<file path="src/rtl/clamp_pkg.sv">
package clamp_pkg;

  typedef enum logic [1:0] {
    WIN_IDLE  = 2'd0,
    WIN_DELAY = 2'd1,
    WIN_HOLD  = 2'd2
  } win_state_t;

  function automatic logic [7:0] mid_code8();
    return 8'h80;
  endfunction

endpackage

</file>
<file path="src/rtl/clamp_sync.sv">
module clamp_sync #(
  parameter int WIDTH  = 2,
  parameter int STAGES = 2
) (
  input  logic             clk,
  input  logic             rst_n,
  input  logic [WIDTH-1:0] async_in,
  output logic [WIDTH-1:0] sync_out
);

  logic [WIDTH-1:0] chain [STAGES];

  genvar s;
  generate
    for (s = 0; s < STAGES; s++) begin : g_stage
      if (s == 0) begin : g_first
        always_ff @(posedge clk) begin
          if (!rst_n) chain[0] <= '0;
          else        chain[0] <= async_in;
        end
      end else begin : g_next
        always_ff @(posedge clk) begin
          if (!rst_n) chain[s] <= '0;
          else        chain[s] <= chain[s-1];
        end
      end
    end
  endgenerate

  assign sync_out = chain[STAGES-1];

endmodule

</file>
<file path="src/rtl/clamp_edge_det.sv">
module clamp_edge_det (
  input  logic clk,
  input  logic rst_n,
  input  logic sig_s,
  input  logic lead_rising,
  output logic trail_pulse
);

  logic prev_q;

  always_ff @(posedge clk) begin
    if (!rst_n) prev_q <= 1'b0;
    else        prev_q <= sig_s;
  end

  // leading edge rising -> trailing edge is falling, and vice versa
  always_comb begin
    if (lead_rising) trail_pulse = prev_q & ~sig_s;
    else             trail_pulse = ~prev_q & sig_s;
  end

  // with a fixed polarity, a trailing edge is never reported twice in a row
  a_r1_single_trail: assert property (@(posedge clk) disable iff (!rst_n)
    trail_pulse |=> (!trail_pulse || !$stable(lead_rising)));

endmodule

</file>
<file path="src/rtl/clamp_window_ctr.sv">
module clamp_window_ctr
  import clamp_pkg::*;
#(
  parameter int CNT_W = 8
) (
  input  logic             clk,
  input  logic             rst_n,
  input  logic             trail_pulse,
  input  logic [CNT_W-1:0] delay_cnt,
  input  logic [CNT_W-1:0] width_cnt,
  output logic             hold_on
);

  localparam logic [CNT_W-1:0] ONE = CNT_W'(1);

  win_state_t       state_q;
  logic [CNT_W-1:0] cnt_q;

  always_ff @(posedge clk) begin
    if (!rst_n) begin
      state_q <= WIN_IDLE;
      cnt_q   <= '0;
    end else if (trail_pulse) begin
      if (width_cnt == '0) begin
        state_q <= WIN_IDLE;
        cnt_q   <= '0;
      end else if (delay_cnt == '0) begin
        state_q <= WIN_HOLD;
        cnt_q   <= width_cnt - ONE;
      end else begin
        state_q <= WIN_DELAY;
        cnt_q   <= delay_cnt - ONE;
      end
    end else begin
      unique case (state_q)
        WIN_DELAY: begin
          if (cnt_q == '0) begin
            if (width_cnt == '0) begin
              state_q <= WIN_IDLE;
            end else begin
              state_q <= WIN_HOLD;
              cnt_q   <= width_cnt - ONE;
            end
          end else begin
            cnt_q <= cnt_q - ONE;
          end
        end
        WIN_HOLD: begin
          if (cnt_q == '0) state_q <= WIN_IDLE;
          else             cnt_q   <= cnt_q - ONE;
        end
        default: begin
          state_q <= WIN_IDLE;
        end
      endcase
    end
  end

  assign hold_on = (state_q == WIN_HOLD);

  // a zero width never leads into the clamp phase
  a_r4_zero_width: assert property (@(posedge clk) disable iff (!rst_n)
    (trail_pulse && width_cnt == '0) |=> (state_q == WIN_IDLE));

  // a trailing edge restarts the delay count from the programmed value
  a_r5_restart: assert property (@(posedge clk) disable iff (!rst_n)
    (trail_pulse && delay_cnt != '0 && width_cnt != '0)
      |=> (state_q == WIN_DELAY && cnt_q == $past(delay_cnt) - ONE));

  // an expired delay enters the clamp phase loaded with the width
  a_r2_delay_to_hold: assert property (@(posedge clk) disable iff (!rst_n)
    (state_q == WIN_DELAY && cnt_q == '0 && !trail_pulse && width_cnt != '0)
      |=> (state_q == WIN_HOLD && cnt_q == $past(width_cnt) - ONE));

  // the clamp phase ends when its count runs out
  a_r3_hold_end: assert property (@(posedge clk) disable iff (!rst_n)
    (state_q == WIN_HOLD && cnt_q == '0 && !trail_pulse) |=> (state_q == WIN_IDLE));

endmodule

</file>
<file path="src/rtl/line_clamp_gen.sv">
module line_clamp_gen
  import clamp_pkg::*;
#(
  parameter int CNT_W       = 8,
  parameter int CODE_W      = 8,
  parameter int SYNC_STAGES = 2
) (
  input  logic              clk,
  input  logic              rst_n,
  input  logic              hsync_in,
  input  logic              ext_clamp_in,
  input  logic              sync_pol_hi,
  input  logic [CNT_W-1:0]  clamp_delay,
  input  logic [CNT_W-1:0]  clamp_width,
  input  logic              ext_clamp_en,
  input  logic              ext_clamp_pol,
  input  logic              red_mid_sel,
  input  logic              blue_mid_sel,
  output logic              clamp_active,
  output logic [CODE_W-1:0] red_target,
  output logic [CODE_W-1:0] green_target,
  output logic [CODE_W-1:0] blue_target
);

  localparam logic [CODE_W-1:0] CODE_GND = '0;
  localparam logic [CODE_W-1:0] CODE_MID = CODE_W'(1) << (CODE_W - 1);

  logic [1:0] raw_in;
  logic [1:0] sync_in;
  logic       hs_s;
  logic       ext_s;
  logic       trail;
  logic       hold_on;
  logic       clamp_q;

  assign raw_in = {ext_clamp_in, hsync_in};

  clamp_sync #(.WIDTH(2), .STAGES(SYNC_STAGES)) u_sync (
    .clk      (clk),
    .rst_n    (rst_n),
    .async_in (raw_in),
    .sync_out (sync_in)
  );

  assign hs_s  = sync_in[0];
  assign ext_s = sync_in[1];

  clamp_edge_det u_edge (
    .clk         (clk),
    .rst_n       (rst_n),
    .sig_s       (hs_s),
    .lead_rising (sync_pol_hi),
    .trail_pulse (trail)
  );

  clamp_window_ctr #(.CNT_W(CNT_W)) u_ctr (
    .clk         (clk),
    .rst_n       (rst_n),
    .trail_pulse (trail),
    .delay_cnt   (clamp_delay),
    .width_cnt   (clamp_width),
    .hold_on     (hold_on)
  );

  always_ff @(posedge clk) begin
    if (!rst_n)            clamp_q <= 1'b0;
    else if (ext_clamp_en) clamp_q <= (ext_s == ext_clamp_pol);
    else                   clamp_q <= hold_on;
  end

  assign clamp_active = clamp_q;
  assign red_target   = red_mid_sel  ? CODE_MID : CODE_GND;
  assign blue_target  = blue_mid_sel ? CODE_MID : CODE_GND;
  assign green_target = CODE_GND;

  // in external mode the strobe tracks the synchronized input, not the window
  a_r6_ext_follow: assert property (@(posedge clk) disable iff (!rst_n)
    ext_clamp_en |=> (clamp_active == ($past(ext_s) == $past(ext_clamp_pol))));

  // in internal mode the strobe is the window one cycle later
  a_r3_internal_path: assert property (@(posedge clk) disable iff (!rst_n)
    !ext_clamp_en |=> (clamp_active == $past(hold_on)));

endmodule

</file>
<file path="config.mk">
export PLATFORM = sky130hd
export DESIGN_NAME = line_clamp_gen
export DESIGN_NICKNAME = d
export VERILOG_FILES = /design/src/rtl/clamp_pkg.sv /design/src/rtl/clamp_sync.sv /design/src/rtl/clamp_edge_det.sv /design/src/rtl/clamp_window_ctr.sv /design/src/rtl/line_clamp_gen.sv
export SDC_FILE = /design/constraint.sdc
export NUM_CORES = 1
export LEC_CHECK = 0
export BUFFER_PORTS_ARGS = -buffer_cell sky130_fd_sc_hd__buf_2
export CORE_AREA = 2 2 61 63
export CTS_BUF_LIST = sky130_fd_sc_hd__clkbuf_4 sky130_fd_sc_hd__clkbuf_8
export DETAILED_ROUTE_END_ITERATION = 16
export DIE_AREA = 0 0 63 65
export PLACE_DENSITY = 0.81
export SETUP_SLACK_MARGIN = 0.02
export SLEW_MARGIN = 0
export SYNTH_ARGS = -nofsm -noshare
export SYNTH_HDL_FRONTEND = slang
export SYNTH_SLANG_ARGS = --single-unit
</file>
<file path="constraint.sdc">
create_clock -name clk -period 2.3 [get_ports clk]
set_input_delay 0.46 -clock clk [delete_from_list [all_inputs] [get_ports clk]]
set_output_delay 0.46 -clock clk [all_outputs]
set_load 0.03 [all_outputs]
</file>
==> results.cfg <==
[floorplanning]
start_util_pct = 42.1
die_height_um = 65
num_rows = 22
die_width_um = 63
core_area_mm2 = 0.00350
io-pin-count = 50
dieArea_mm2 = 0.00410

[final_layout]
post_route_cells_drive_above_1_share_pct = 20.5
layout_common_cells = sky130_fd_sc_hd__buf_2, sky130_fd_sc_hd__conb_1, sky130_fd_sc_hd__nand2_1
nets = 252
layoutNonFillerInstCount = 267
area_growth_syn_to_layout_pct = 11.5
filler_cell_count = 371
num_antenna_cells = 0
most_common_library_cell_in_the_layout_ignoring_fill_and_taps = sky130_fd_sc_hd__buf_2

[sta]
max_freq_mhz = 475
timing.final.max_slew_violations = 0
worst_hold_slack_ps = 365
period_share_pct = 91.5
hold_viol = 0
final.setup.tns_ps = 0
timing.clock.skew_ps = 10.0
grt_setup_unrepaired = false
final.min_clock_period_ps = 2100
setup_ws_ps = 196
total_setup_violations_reported_at_the_end_of_the_flow = 0

[power]
p_total_uw = 970
power.density_mw_per_mm2 = 591
p_leak_uw = 0.000734
vdd_drop_max_v = 0.000214

[critical_path]
maximum_net_fanout_on_the_critical_path = 6
crit_path_max_incr_delay_ps = 520
critPathKind = flop to flop
crit_slowest_cell = sky130_fd_sc_hd__or4b_1
path_delay_family = simple AND/OR/NAND/NOR gates
endpoint_class_of_the_critical_path = flop
cp-startpoint = u_ctr.cnt_q[0]$_SDFFE_PN0P_
critPathBufInv = 1
regToRegStartpoint = u_ctr.cnt_q[0]$_SDFFE_PN0P_
worstSetupStartpointType = flop
cp.required_ps = 2530
timing.critical_path.arrival_ps = 2340
cp_cell_sequence = inv_1 -> ha_1 -> or4b_1 -> nor2_1 -> nand2_1 -> a22oi_1 -> nor3_1 -> a21oi_1

[route]
met2WireLength_mm = 1.62
detail-route-antenna-nets = 0
detail_route.drc_violations = 0
wl_met1_mm = 1.46
route.final.wire_length_mm = 3.35
route.vias.total = 1380
first_drt_iteration_drcs = 50
met3WireLength_um = 220
max_layer_used = met4
drt_pre_antenna_iters = 4
avg_vias_per_cell = 5.17
wl_per_cell_um = 12.5

[cts]
cts_buffers = 3
htreeDepth = 1
cts_sinks = 16
clock_tree.buffer_depth = 2
cts.repair_timing.setup_buffer_count = 0
clkTransAtPathRegs_ps = 100
postCtsHoldBufs = 0
clock_insertion_delay_worst_skew_ps = 300
cts-resized-gates = 0
cts_tree = done
cts_root_buffer = sky130_fd_sc_hd__clkbuf_4

[placed_design]
i_o_buffers = 23
placed_cells_incl_taps = 263
place.gp.congestion = 0.935
detailedPlace.worstSlack_ps = 142
dpl.hpwl_mm = 2.75

[yosys]
yosysWarningCount = 0
area_contributors_post_synth = sky130_fd_sc_hd__dfxtp_1, sky130_fd_sc_hd__buf_4, sky130_fd_sc_hd__ha_1
ys_dominant_reg_cell = sky130_fd_sc_hd__dfxtp_1
yosysTopAreaCellShare_pct = 21.8
synth.yosys.seq_area_share_pct = 21.8
synth_top_area_cell = sky130_fd_sc_hd__dfxtp_1
ys_seq_elements = 16
post_synth_num_cell_types = 48
postSynthCellCount = 188
edff_count_synth = 0
share_of_synthesized_flip_flops_with_an_asynchronous_set_or_reset_pct = 0
syn_area_per_cell_um2 = 7.83
post_synthesis_cell_area_mm2 = 0.00147

[grt]
grt_max_degree = 14
grt_pass1_vias = 1259
grt_overflow = 0
antenna_found_initial = 0
grt_util_all_layers_pct = 17.5
grt_first_pass_wirelength_mm = 5.71

[run]
max_capacitance_violation_count = 0

[status]
result_of_the_run = complete, no violations

[hold_path]
hold_path_startpoint = ext_clamp_in
hp-class = primary input to flop
## cells in the mapped netlist (3+ instances only)
library cell and instances:
sky130_fd_sc_hd__buf_4 24, sky130_fd_sc_hd__nand2_1 18, sky130_fd_sc_hd__dfxtp_1 16, sky130_fd_sc_hd__nor2_1 16
sky130_fd_sc_hd__a21oi_1 11, sky130_fd_sc_hd__inv_1 10, sky130_fd_sc_hd__ha_1 7, sky130_fd_sc_hd__and2_1 6
sky130_fd_sc_hd__o21ai_1 6, sky130_fd_sc_hd__xnor2_1 6, sky130_fd_sc_hd__nor3_1 5, sky130_fd_sc_hd__xor2_1 5
sky130_fd_sc_hd__a31oi_1 4, sky130_fd_sc_hd__mux2i_1 4, sky130_fd_sc_hd__nand3_1 4, sky130_fd_sc_hd__o21ai_0 3
sky130_fd_sc_hd__o22ai_1 3, sky130_fd_sc_hd__or3_1 3
## flip-flops by register name, indices dropped and copies added (netlist names)
| register | cells |
|---|---|
| u_ctr.state_q | 2 |
| u_sync.chain | 4 |
| u_ctr.cnt_q | 8 |
| u_edge.prev_q | 1 |
| clamp_active | 1 |
## power by group
group	leakage [µW]	switching (µW)	internal, µW
logic	0.000581	264	184
clock network	0.0000210	97.4	96.6
registers	0.000131	26.5	302
total	0.000734	388	582
## routing by layer
layer	vias to the layer above	global-route usage [%]
li1	693	-
met1	627	21.6
met2	56	30.1
met3	4	2.78
met4	0	7.22
met5	-	0
## per-stage QoR
step	utilization, %	cell area (µm²)
after floorplan	-	1550
after global placement	45.9	1610
after detailed placement	45.9	1610
after CTS	47.0	1640
after global routing	47.0	1640
final	47.0	1640
## final timing paths
| path | endpoint | slack [ps] | depth (start not counted) |
|---|---|---|---|
| setup / recovery | u_ctr.cnt_q[3]$_SDFFE_PN0P_ | 200 | 8 |
| hold / removal | u_sync.chain[0][1]$_SDFF_PN0_ | 370 | 2 |
| setup reg to reg | u_ctr.cnt_q[3]$_SDFFE_PN0P_ | 200 | 8 |
| hold reg to reg | u_sync.chain[1][0]$_SDFF_PN0_ | 440 | 1 |
## worst reg2reg max path, cell delays in order (launching register included)
cell	delay, ps
sky130_fd_sc_hd__dfxtp_1	360
sky130_fd_sc_hd__inv_1	90
sky130_fd_sc_hd__ha_1	260
sky130_fd_sc_hd__or4b_1	520
sky130_fd_sc_hd__nor2_1	150
sky130_fd_sc_hd__nand2_1	150
sky130_fd_sc_hd__a22oi_1	280
sky130_fd_sc_hd__nor3_1	110
sky130_fd_sc_hd__a21oi_1	130
## final cells by class
type | instances | area [µm²] | area share [%]
multi-input cells | 157 | 1000 | 61.2
flip-flops and latches | 16 | 320 | 19.5
repair buffers | 32 | 183 | 11.1
well taps | 48 | 60.1 | 3.66
inverters | 10 | 37.5 | 2.29
clock buffers | 4 | 36.3 | 2.21
## cell families after synthesis
logic type	count (synthesis)	synth area share (%)
buffers and inverters	36	15.4
adders and majority gates	7	5.95
AOI/OAI and AO/OA	45	21.0
xor gates and xnor gates	11	6.54
other	1	0.255
and+or+nand+nor	68	26.4
muxes	4	2.72
DFF	16	21.8
No activity file was read; power rests on OpenSTA's default activity.
